===== config.mk =====
export PLATFORM = sky130hd
export DESIGN_NAME = wb_uart_regs
export DESIGN_NICKNAME = d
export VERILOG_FILES = /design/src/rtl/uart_reg_pkg.sv /design/src/rtl/uart_reg_fifo.sv /design/src/rtl/uart_reg_ctrl.sv /design/src/rtl/uart_reg_dpath.sv /design/src/rtl/wb_uart_regs.sv
export SDC_FILE = /design/constraint.sdc
export NUM_CORES = 1
export LEC_CHECK = 0
export ABC_AREA = 1
export BUFFER_PORTS_ARGS = -buffer_cell sky130_fd_sc_hd__buf_4
export CELL_PAD_IN_SITES_DETAIL_PLACEMENT = 0
export CELL_PAD_IN_SITES_GLOBAL_PLACEMENT = 1
export CORE_ASPECT_RATIO = 0.6
export CORE_MARGIN = 5
export CORE_UTILIZATION = 44
export DETAILED_ROUTE_END_ITERATION = 8
export GPL_TIMING_DRIVEN = 1
export PLACE_DENSITY = 0.86
export SYNTH_ARGS = -nofsm -noshare
export SYNTH_HDL_FRONTEND = slang
export SYNTH_SLANG_ARGS = --single-unit

===== constraint.sdc =====
create_clock -name clk -period 3.9 [get_ports clk]
set_input_delay 0.78 -clock clk [delete_from_list [all_inputs] [get_ports clk]]
set_output_delay 0.78 -clock clk [all_outputs]
set_load 0.01 [all_outputs]

===== src/rtl/uart_reg_pkg.sv =====
package uart_reg_pkg;
  localparam int ADDR_W = 4;
  localparam int BYTE_W = 8;

  localparam logic [ADDR_W-1:0] A_BAUD_HI  = 4'd0;
  localparam logic [ADDR_W-1:0] A_BAUD_MID = 4'd1;
  localparam logic [ADDR_W-1:0] A_BAUD_LO  = 4'd2;
  localparam logic [ADDR_W-1:0] A_LINE     = 4'd3;
  localparam logic [ADDR_W-1:0] A_STAT_SET = 4'd4;
  localparam logic [ADDR_W-1:0] A_MASK_CLR = 4'd5;
  localparam logic [ADDR_W-1:0] A_DATA     = 4'd6;
  localparam logic [ADDR_W-1:0] A_TX_LOW   = 4'd7;
  localparam logic [ADDR_W-1:0] A_RX_HIGH  = 4'd8;
  localparam logic [ADDR_W-1:0] A_RX_LOW   = 4'd9;
  localparam logic [ADDR_W-1:0] A_TIMEOUT  = 4'd10;
  localparam logic [ADDR_W-1:0] A_ICD      = 4'd11;
  localparam logic [ADDR_W-1:0] A_BREAK    = 4'd12;

  typedef struct packed {
    logic [2:0] loadBaud;   // [2]=bits 23..16, [1]=15..8, [0]=7..0
    logic       loadLine;
    logic       maskSet;
    logic       maskClr;
    logic       pushData;
    logic       pushBreak;
    logic       loadTxLow;
    logic       loadRxHigh;
    logic       loadRxLow;
    logic       loadTimeout;
    logic       loadIcd;
    logic       rxPop;
  } regStrobe_t;
endpackage


===== src/rtl/uart_reg_fifo.sv =====
module uart_reg_fifo #(
  parameter int WIDTH = 9,
  parameter int DEPTH = 4
) (
  input  logic             clk,
  input  logic             rst,
  input  logic             push,
  input  logic [WIDTH-1:0] pushData,
  input  logic             pop,
  output logic [WIDTH-1:0] headData,
  output logic             empty,
  output logic             full
);
  localparam int PTR_W = (DEPTH > 1) ? $clog2(DEPTH) : 1;
  localparam int CNT_W = $clog2(DEPTH + 1);
  localparam logic [CNT_W-1:0] CNT_MAX = CNT_W'(DEPTH);
  localparam logic [PTR_W-1:0] PTR_LAST = PTR_W'(DEPTH - 1);

  logic [WIDTH-1:0] mem [DEPTH];
  logic [PTR_W-1:0] wrPtr, rdPtr;
  logic [CNT_W-1:0] count;
  logic doPush, doPop;

  assign empty    = (count == '0);
  assign full     = (count == CNT_MAX);
  assign doPush   = push && !full;
  assign doPop    = pop && !empty;
  assign headData = mem[rdPtr];

  always_ff @(posedge clk) begin
    if (rst) begin
      wrPtr <= '0;
      rdPtr <= '0;
      count <= '0;
    end else begin
      if (doPush) begin
        mem[wrPtr] <= pushData;
        wrPtr <= (wrPtr == PTR_LAST) ? '0 : wrPtr + 1'b1;
      end
      if (doPop) rdPtr <= (rdPtr == PTR_LAST) ? '0 : rdPtr + 1'b1;
      case ({doPush, doPop})
        2'b10:   count <= count + 1'b1;
        2'b01:   count <= count - 1'b1;
        default: count <= count;
      endcase
    end
  end

  p_count_bound_r6: assert property (@(posedge clk) disable iff (rst)
    count <= CNT_MAX);
  p_full_holds_r11: assert property (@(posedge clk) disable iff (rst)
    (full && push && !pop) |=> full);
endmodule


===== src/rtl/uart_reg_ctrl.sv =====
module uart_reg_ctrl
  import uart_reg_pkg::*;
(
  input  logic              clk,
  input  logic              rst,
  input  logic              wbCyc,
  input  logic              wbStb,
  input  logic              wbWe,
  input  logic [ADDR_W-1:0] wbAdr,
  input  logic              rxNotEmpty,
  output logic              wbAck,
  output logic              rdActive,
  output regStrobe_t        strobe
);
  logic access;

  always_ff @(posedge clk) begin
    if (rst) wbAck <= 1'b0;
    else     wbAck <= wbCyc && wbStb && !wbAck;
  end

  assign access   = wbCyc && wbStb && wbAck;
  assign rdActive = access && !wbWe;

  always_comb begin
    strobe = '0;
    if (access && wbWe) begin
      case (wbAdr)
        A_BAUD_HI:  strobe.loadBaud[2] = 1'b1;
        A_BAUD_MID: strobe.loadBaud[1] = 1'b1;
        A_BAUD_LO:  strobe.loadBaud[0] = 1'b1;
        A_LINE:     strobe.loadLine    = 1'b1;
        A_STAT_SET: strobe.maskSet     = 1'b1;
        A_MASK_CLR: strobe.maskClr     = 1'b1;
        A_DATA:     strobe.pushData    = 1'b1;
        A_TX_LOW:   strobe.loadTxLow   = 1'b1;
        A_RX_HIGH:  strobe.loadRxHigh  = 1'b1;
        A_RX_LOW:   strobe.loadRxLow   = 1'b1;
        A_TIMEOUT:  strobe.loadTimeout = 1'b1;
        A_ICD:      strobe.loadIcd     = 1'b1;
        A_BREAK:    strobe.pushBreak   = 1'b1;
        default:    strobe = '0;
      endcase
    end
    if (rdActive && wbAdr == A_DATA && rxNotEmpty) strobe.rxPop = 1'b1;
  end

  p_ack_after_req_r1: assert property (@(posedge clk) disable iff (rst)
    wbAck |-> $past(wbCyc && wbStb));
  p_ack_single_r1: assert property (@(posedge clk) disable iff (rst)
    wbAck |=> !wbAck);
  p_no_pop_empty_r9: assert property (@(posedge clk) disable iff (rst)
    strobe.rxPop |-> rxNotEmpty);
endmodule


===== src/rtl/uart_reg_dpath.sv =====
module uart_reg_dpath
  import uart_reg_pkg::*;
#(
  parameter int TX_DEPTH = 4,
  parameter int RX_DEPTH = 4
) (
  input  logic              clk,
  input  logic              rst,
  input  regStrobe_t        strobe,
  input  logic [BYTE_W-1:0] wrByte,
  input  logic              rdActive,
  input  logic [ADDR_W-1:0] rdAddr,
  input  logic              rxPush,
  input  logic [BYTE_W-1:0] rxData,
  input  logic              txPop,
  input  logic [2:0]        extStatus,
  output logic [BYTE_W-1:0] readByte,
  output logic              rxNotEmpty,
  output logic              txHeadValid,
  output logic [BYTE_W:0]   txHeadData
);
  localparam int BAUD_BYTES = 3;

  logic [BYTE_W-1:0] baudReg [BAUD_BYTES];
  logic [BYTE_W-1:0] lineReg, maskReg, txLowReg, rxHighReg, rxLowReg, timeoutReg, icdReg;
  logic              txOvf;
  logic              txFull, txEmpty, rxFull, rxEmpty, txPush;
  logic [BYTE_W-1:0] rxHead;
  logic [BYTE_W-1:0] statusByte;

  for (genvar b = 0; b < BAUD_BYTES; b++) begin : g_baud
    always_ff @(posedge clk) begin
      if (rst)                    baudReg[b] <= '0;
      else if (strobe.loadBaud[b]) baudReg[b] <= wrByte;
    end
  end

  always_ff @(posedge clk) begin
    if (rst) begin
      lineReg <= '0; maskReg <= '0; txLowReg <= '0; rxHighReg <= '0;
      rxLowReg <= '0; timeoutReg <= '0; icdReg <= '0; txOvf <= 1'b0;
    end else begin
      if (strobe.loadLine)    lineReg    <= wrByte;
      if (strobe.loadTxLow)   txLowReg   <= wrByte;
      if (strobe.loadRxHigh)  rxHighReg  <= wrByte;
      if (strobe.loadRxLow)   rxLowReg   <= wrByte;
      if (strobe.loadTimeout) timeoutReg <= wrByte;
      if (strobe.loadIcd)     icdReg     <= wrByte;
      if (strobe.maskSet)      maskReg <= maskReg | wrByte;
      else if (strobe.maskClr) maskReg <= maskReg & ~wrByte;
      if (txPush && txFull)   txOvf <= 1'b1;
    end
  end

  assign txPush = strobe.pushData || strobe.pushBreak;

  uart_reg_fifo #(.WIDTH(BYTE_W + 1), .DEPTH(TX_DEPTH)) txQueue (
    .clk(clk), .rst(rst), .push(txPush), .pushData({strobe.pushData, wrByte}),
    .pop(txPop), .headData(txHeadData), .empty(txEmpty), .full(txFull));

  uart_reg_fifo #(.WIDTH(BYTE_W), .DEPTH(RX_DEPTH)) rxQueue (
    .clk(clk), .rst(rst), .push(rxPush), .pushData(rxData),
    .pop(strobe.rxPop), .headData(rxHead), .empty(rxEmpty), .full(rxFull));

  assign txHeadValid = !txEmpty;
  assign rxNotEmpty  = !rxEmpty;
  assign statusByte  = {extStatus, txOvf, rxFull, !rxEmpty, txEmpty, txFull};

  always_comb begin
    readByte = '0;
    if (rdActive) begin
      case (rdAddr)
        A_BAUD_HI:  readByte = baudReg[2];
        A_BAUD_MID: readByte = baudReg[1];
        A_BAUD_LO:  readByte = baudReg[0];
        A_LINE:     readByte = lineReg;
        A_STAT_SET: readByte = statusByte;
        A_MASK_CLR: readByte = maskReg;
        A_DATA:     readByte = rxEmpty ? '0 : rxHead;
        A_TX_LOW:   readByte = txLowReg;
        A_RX_HIGH:  readByte = rxHighReg;
        A_RX_LOW:   readByte = rxLowReg;
        A_TIMEOUT:  readByte = timeoutReg;
        A_ICD:      readByte = icdReg;
        default:    readByte = '0;
      endcase
    end
  end

  p_mask_set_r4: assert property (@(posedge clk) disable iff (rst)
    strobe.maskSet |=> ((maskReg & $past(wrByte)) == $past(wrByte)));
  p_mask_clr_r5: assert property (@(posedge clk) disable iff (rst)
    strobe.maskClr |=> ((maskReg & $past(wrByte)) == '0));
  p_ovf_sticky_r11: assert property (@(posedge clk) disable iff (rst)
    txOvf |=> txOvf);
  p_ovf_cause_r11: assert property (@(posedge clk) disable iff (rst)
    $rose(txOvf) |-> $past(txFull && txPush));
endmodule


===== src/rtl/wb_uart_regs.sv =====
module wb_uart_regs
  import uart_reg_pkg::*;
#(
  parameter int DATA_W   = 32,
  parameter int TX_DEPTH = 4,
  parameter int RX_DEPTH = 4
) (
  input  logic              clk,
  input  logic              rst,
  input  logic              wbCyc,
  input  logic              wbStb,
  input  logic              wbWe,
  input  logic [ADDR_W-1:0] wbAdr,
  input  logic [DATA_W-1:0] wbDatIn,
  output logic [DATA_W-1:0] wbDatOut,
  output logic              wbAck,
  input  logic              rxPush,
  input  logic [BYTE_W-1:0] rxData,
  input  logic              txPop,
  output logic              txHeadValid,
  output logic [BYTE_W:0]   txHeadData,
  input  logic [2:0]        extStatus
);
  regStrobe_t        strobe;
  logic              rdActive, rxNotEmpty;
  logic [BYTE_W-1:0] readByte;

  uart_reg_ctrl ctrl (
    .clk(clk), .rst(rst), .wbCyc(wbCyc), .wbStb(wbStb), .wbWe(wbWe),
    .wbAdr(wbAdr), .rxNotEmpty(rxNotEmpty), .wbAck(wbAck),
    .rdActive(rdActive), .strobe(strobe));

  uart_reg_dpath #(.TX_DEPTH(TX_DEPTH), .RX_DEPTH(RX_DEPTH)) dpath (
    .clk(clk), .rst(rst), .strobe(strobe), .wrByte(wbDatIn[BYTE_W-1:0]),
    .rdActive(rdActive), .rdAddr(wbAdr), .rxPush(rxPush), .rxData(rxData),
    .txPop(txPop), .extStatus(extStatus), .readByte(readByte),
    .rxNotEmpty(rxNotEmpty), .txHeadValid(txHeadValid), .txHeadData(txHeadData));

  assign wbDatOut = {{(DATA_W-BYTE_W){1'b0}}, readByte};
endmodule


# Yosys cells after proc, flatten, opt, wreduce, memory -nomap -nowiden
# Memories as Yosys holds them, arrays and structs flattened. A register that Yosys moved wholly into a read port is not among the register bits.
# Cells that the tools add are included.
dict set report totals {
  wordCells 129
  output_inout_bits 43
  regBits 72
  input_bits 54
  ramBits 92
  memories 3
}
# memory depth word_bits read_ports rd_clocked_by_memory_dff write_ports line_no
set mem_list {}
lappend mem_list {dpath.txQueue.mem 4 9 1 1 1 uart_reg_fifo.sv:19} ;# logic [WIDTH-1:0] mem [DEPTH];
lappend mem_list {dpath.rxQueue.mem 4 8 1 1 1 uart_reg_fifo.sv:19}
lappend mem_list {dpath.baudReg 3 8 3 0 3 uart_reg_dpath.sv:24} ;# logic [BYTE_W-1:0] baudReg [BAUD_BYTES];
dict set report op_classes {
  bitwise 6
  n_eq_ne 22
  n_reduce_logical 25
  n_addsub 8
  muxes 50
}
# operator n
set op_table {}
lappend op_table {{$pmux W8 S12} 1}
lappend op_table {{$mux W8} 7}
lappend op_table {{$mux W1} 31}
lappend op_table {{$eq A4 B4 Y1 const B} 5}
lappend op_table {{$eq A4 B3 Y1 const B} 4}
lappend op_table {{$mux W2} 8}
lappend op_table {{$mux W14} 1}
lappend op_table {{$eq A2 B2 Y1 const B} 6}
lappend op_table {{$logic_and A1 B1 Y1} 12}
lappend op_table {{$pmux W3 S2} 2}
lappend op_table {{$add A2 B1 Y2 const B} 4}
lappend op_table {{$and A8 B8 Y8} 1}
lappend op_table {{$eq A4 B2 Y1 const B} 2}
lappend op_table {{$not A8 Y8} 1}
lappend op_table {{$or A8 B8 Y8} 1}
lappend op_table {{$add A3 B1 Y3 const B} 2}
lappend op_table {{$eq A3 B3 Y1 const B} 2}
lappend op_table {{$logic_not A1 Y1} 6}
lappend op_table {{$logic_not A3 Y1} 2}
lappend op_table {{$reduce_bool A2 Y1} 3}
lappend op_table {{$sub A3 B1 Y3 const B} 2}
lappend op_table {{$eq A2 B1 Y1 const B} 2}
lappend op_table {{$eq A4 B1 Y1 const B} 1}
lappend op_table {{$logic_not A4 Y1} 1}
lappend op_table {{other kinds (2)} 4}

# Logic depth before layout (Yosys ltp)
dict set report depth {
  word_depth 9
  ltp_mapped 13
  ltp_nobuf 13
}

# Hierarchy
# A second synthesis with hierarchy kept.
dict set report hier_totals {
  hier_cells 882
  area_unflattened_um2 7847.5
}
# mod area_per_inst_um2 seq_area_each_um2 n_inst cells_each
set by_module_without_submodules {}
lappend by_module_without_submodules {uart_reg_dpath 3764.9 1861.8 1 502}
lappend by_module_without_submodules {{uart_reg_fifo (dpath.txQueue)} 1961.9 1261.2 1 158}
lappend by_module_without_submodules {{uart_reg_fifo (dpath.rxQueue)} 1710.4 1141.1 1 148}
lappend by_module_without_submodules {uart_reg_ctrl 226.5 20.0 1 49}
lappend by_module_without_submodules {wb_uart_regs 183.9 0.0 1 25}

# Worst setup path after synthesis
# Ideal clock, no wire load.
dict set report synth_path {
  kind {input to register}
  startpoint {input port wbCyc}
  endpoint {register dpath.txQueue.count[2]}
  arrival_time_ps 2355
  cell_stages 12
  slack_ps 1423
  setup_ps 122
  required_time_ps 3778
  n_path_buf 0
  path_cell_list {nand2_1 inv_2 nand3_4 inv_2 nand3b_2 ha_1 inv_1 fa_1 a21oi_1 o21ai_0 o21ai_0 a21oi_1}
}
dict set report synth_via {
  elab_chain_len 8
  word_cells_on_any_way 10
  cone_classes {eq/ne: 2; mux: 2; reduce/logical: 6}
}
# item line_no
set synth_lines {}
lappend synth_lines {{from (decl)} wb_uart_regs.sv:10} ;# input logic wbCyc,
lappend synth_lines {{$logic_and A1 B1 Y1 * (2 in a row)} uart_reg_ctrl.sv:22} ;# assign access = wbCyc && wbStb && wbAck;
lappend synth_lines {{$logic_and A1 B1 Y1 *} uart_reg_ctrl.sv:27} ;# if (access && wbWe) begin
lappend synth_lines {{$mux W14 *} uart_reg_ctrl.sv:27}
lappend synth_lines {{$logic_or A1 B1 Y1 *} uart_reg_dpath.sv:55} ;# assign txPush = strobe.pushData || strobe.pushBreak;
lappend synth_lines {{$logic_and A1 B1 Y1 *} uart_reg_fifo.sv:26} ;# assign doPush = push && !full;
lappend synth_lines {{$eq A2 B1 Y1 or $eq A2 B2 Y1 (tied branches)} uart_reg_fifo.sv:41} ;# case ({doPush, doPop})
lappend synth_lines {{$pmux W3 S2 or $reduce_bool A2 Y1 (tied branches)} --}
lappend synth_lines {{to (signal assigned)} uart_reg_fifo.sv:42} ;# 2'b10: count <= count + 1'b1;
lappend synth_lines {{to (signal assigned)} uart_reg_fifo.sv:43} ;# 2'b01: count <= count - 1'b1;
lappend synth_lines {{to (signal assigned)} uart_reg_fifo.sv:44} ;# default: count <= count;
lappend synth_lines {{to (decl)} uart_reg_fifo.sv:21} ;# logic [CNT_W-1:0] count;
# Mark *: on every way between the ends. The rest lies on a longest branch, timed or not.
# A chain may end at the register's enable or synchronous reset.

# Final worst setup path
dict set report layout_path {
  startpoint {input port wbAdr[1]}
  endpoint {output port wbDatOut[2]}
}
dict set report layout_via {
  elab_chain_len 3
  word_cells_on_any_way 14
  cone_classes {eq/ne: 11; mux: 2; reduce/logical: 1}
}
# item line_no
set layout_lines {}
lappend layout_lines {{from (decl)} wb_uart_regs.sv:13} ;# input logic [ADDR_W-1:0] wbAdr,
lappend layout_lines {{$eq A4 B4 Y1, or another cell as far along} uart_reg_dpath.sv:72} ;# case (rdAddr)
lappend layout_lines {{$pmux W8 S12 *} uart_reg_dpath.sv:72}
lappend layout_lines {{$mux W8 *} uart_reg_dpath.sv:71} ;# if (rdActive) begin
lappend layout_lines {{to (decl)} wb_uart_regs.sv:15} ;# output logic [DATA_W-1:0] wbDatOut,
# Marked as above.

==> flow_metrics.py <==
metrics = {
    "outcome": {
        "status": "finished clean",
    },
    "yosys": {
        "synth.avg_cell_area_sq_um": 8.75,
        "synth.mux.area_fraction": 0,
        "synth_edf_count": 92,
        "synth_cells": 876,
        "synth_fa_ha_area_frac": 0.0248,
        "async_flop_share": 0,
        "synth.area.top_cells": "edfxtp_1 36%, dfxtp_1 20%, nand2_1 8.2%, nor2_1 6.4%, o21ai_0 5.3%",
        "synth_most_common_cell": "nand2_1",
        "synth_ff_type": "edfxtp_1",
        "seq_area_frac_synth": 0.559,
        "synth_xor_area_frac": 0,
        "synth_top_family_by_area": "simple AND/OR/NAND/NOR gates",
        "ys_seq_elements": 168,
        "synth_top_cell_by_area": "edfxtp_1",
        "synth_compound_area_frac": 0.108,
        "synth_area_sq_um": 7660,
        "yosys.area.top_type_share": 0.361,
        "yosys.area_share.simple": 0.226,
        "synth_top_cells_by_count": "167 x nand2_1, 130 x nor2_1, 92 x edfxtp_1",
        "synth_warnings": 0,
        "synthDistinctLibCells": 29,
    },
    "clocking": {
        "cts.clk_slew.worst_paths_ns": 0.07,
        "tritoncts": "built",
        "cts_max_path_buffers": 2,
        "cts_root_buf": "clkbuf_16",
        "cts-buffers-inserted": 17,
        "ctsHtreeMaxLevel": 4,
        "postCtsHoldBufs": 0,
        "post_cts_buffers": 0,
        "clkLatencyLatePin_ns": 0.42,
        "cts_resized": 0,
        "cts_sinks": 168,
    },
    "worst_setup_path": {
        "critPathLaunchType": "input port",
        "endpoint_kind": "output port",
        "slowest_delay_ns": 0.35,
        "cp.arrival_ns": 2.29,
        "worstSetupPathType": "input port to output port",
        "crit_fanout": 8,
        "worstReg2RegEnd": "dpath.txQueue.count[2]",
        "r2r_setup_slack_ns": 1.68,
        "crit_buf_inv": 4,
        "timing.rr.start": "ctrl.wbAck",
        "crit_chain": "buf_4, inv_2, nor2_2, nand3_1, inv_1, nand2_1, nand2_1, nor2_1, nor2_1, buf_4",
        "cp.required_ns": 3.12,
        "path_delay_family": "simple AND/OR/NAND/NOR gates",
        "r2r_cells": 10,
        "slowest_stage": "nor2_2",
    },
    "final_layout": {
        "fin_area_sq_um": 8710,
        "area_delta_synth_final_pct": 13.7,
        "fillers": 1617,
        "seqCellArea_sq_um": 4280,
        "drive_gt1_frac": 0.133,
        "antennaDiodeCount": 0,
        "fin_nets": 992,
        "multiInputGateArea_sq_um": 2840,
    },
    "floorplanning": {
        "die_w_um": 180,
        "die-area_sq_um": 20200,
        "die_y_um": 112,
        "rows": 37,
        "core-area_sq_um": 17100,
        "ios": 97,
        "start_util": 0.447,
    },
    "drt": {
        "vias_per_cell": 5.07,
        "wl_per_cell_um": 16.6,
        "drtPass1Iterations": 5,
        "drc": 0,
        "via_count": 5939,
        "wl_um": 19400,
        "ant_nets": 0,
        "drt_iter0_drc": 493,
    },
    "placement": {
        "dp_hpwl_um": 13300,
        "place_area_sq_um": 8170,
        "place.gp.congestion": 0.855,
        "numPortBuffers": 48,
    },
    "min_path": {
        "min-delay-start": "dpath.txOvf",
        "holdCritPathClass": "flip-flop to flip-flop",
        "worstHoldPathCells": 2,
        "whs_endpoint": "dpath.txOvf",
    },
    "sta": {
        "slew_headroom": 0.440,
        "fmax_mhz": 326,
        "setup_viol": 0,
        "finalSetupTns_ns": 0,
        "fin_hold_ws_ns": 0.463,
        "period_needed_ns": 3.07,
        "finalCritPeriodShare": 0.786,
        "tightest_slew_ns": 0.837,
        "finalMaxSlewViolations": 0,
        "finalHoldViolCount": 0,
        "skew_ns": 0.0121,
        "rsz0062_at_grt": "false",
    },
    "grt": {
        "grt_max_degree": 41,
        "grt_pass1_wl_um": 30500,
        "grt_antenna_before_repair": 0,
        "grt_pass1_vias": 5483,
        "grt-ovfl-total": 0,
        "grt_usage": 0.193,
    },
    "power_and_ir_drop": {
        "switching_share": 0.246,
        "p_int_uw": 2770,
        "switchingPower_uw": 904,
        "p_clk_frac": 0.431,
        "vdd_drop_max_uv": 309,
        "power_density_nw_per_um2": 422,
        "power_frac_seq": 0.515,
        "p_leak_uw": 0.00361,
        "pwr-share-comb": 0.055,
    },
    "run": {
        "maxCapViolations": 0,
    },
}
-- area by class of cell --
cell class                      instances  area share
Clock buffer                           18      0.0493
Clock inverter                         14      0.0134
Inverter                               73      0.0315
Multi-Input combinational cell        601       0.326
Sequential cell                       168       0.492
Tap cell                              234      0.0336
Timing Repair Buffer                   63      0.0543
-- cell usage in the layout, fill, tap and decap left out, types with 2 or more instances in the layout --
cell type,n
clkinv_4,3
conb_1,24
clkinv_1,9
nand2_1,167
nor2_2,5
clkbuf_16,17
inv_1,57
clkinvlp_4,2
dfxtp_1,76
buf_4,63
inv_2,8
nand3_1,78
nand2_2,5
ha_1,12
o22ai_1,9
inv_8,2
nor2_1,129
nor2_4,9
o21ai_0,81
o21ai_1,7
fa_1,2
edfxtp_1,92
inv_6,5
a21oi_1,66
-- power groups by stage --
stage | Combinational (uW) | Clock [uW] | Sequential, uW
floorplan | 129 | 0 | 1930
global placement | 195 | 0 | 1930
detailed placement | 198 | 0 | 1930
CTS | 199 | 1600 | 1890
global route | 219 | 1680 | 1890
finish | 200 | 1580 | 1890
-- kinds of logic after synthesis --
logic type	count (synthesis)
other	1
and+or+nand+nor	400
DFF	168
AOI/OAI and AO/OA	163
adders and majority gates	14
buffers and inverters	130
-- layer usage --
metal  wire, um  global-route usage
met3       1780              0.0521
met5          0                   0
met2       8000               0.267
met4        308              0.0594
met1       9340               0.293
-- metrics by stage --
step | worst slack [ns] | total power, uW | utilization | cells
after CTS | 0.874 | 3690 | 0.509 | 1171
after detailed placement | 0.878 | 2130 | 0.477 | 1139
after floorplan | 1.42 | 2060 | - | 899
after global placement | 0.901 | 2130 | 0.477 | 1139
final | 0.833 | 3670 | 0.509 | 1171
after global routing | 0.722 | 3790 | 0.509 | 1171
-- how the worst max path moves through the flow --
stage / start / to / slack [ns] / cells after the start
2_1_floorplan: wbCyc / dpath.txQueue.count[2] / 1.42 / 12
3_3_place_gp: wbAdr[3] / wbDatOut[7] / 0.90 / 11
3_5_place_dp: wbAdr[1] / wbDatOut[5] / 0.88 / 10
4_1_cts: wbAdr[1] / wbDatOut[5] / 0.87 / 10
5_1_grt: flip-flop / txHeadData[2] / 0.72 / 4
6_report: wbAdr[1] / wbDatOut[2] / 0.83 / 10
-- registers in the layout (all words and copies together) (netlist names), 3 cells and up, named ones only --
name                 cells
dpath.txQueue.mem       36
dpath.rxQueue.mem       32
dpath.baudReg           24
dpath.icdReg             8
dpath.lineReg            8
dpath.rxHighReg          8
dpath.rxLowReg           8
dpath.timeoutReg         8
dpath.txLowReg           8
dpath.rxQueue.count      3
dpath.txQueue.count      3
-- worst reg2reg max path: stages, from the launching register on --
cell	delay [ns]
dfxtp_1	0.35
nand3_4	0.27
inv_2	0.17
nand3b_2	0.18
ha_1	0.17
inv_1	0.07
fa_1	0.43
a21oi_1	0.14
o21ai_0	0.11
o21ai_0	0.15
a21oi_1	0.06
No activity file was read; power rests on OpenSTA's default activity.
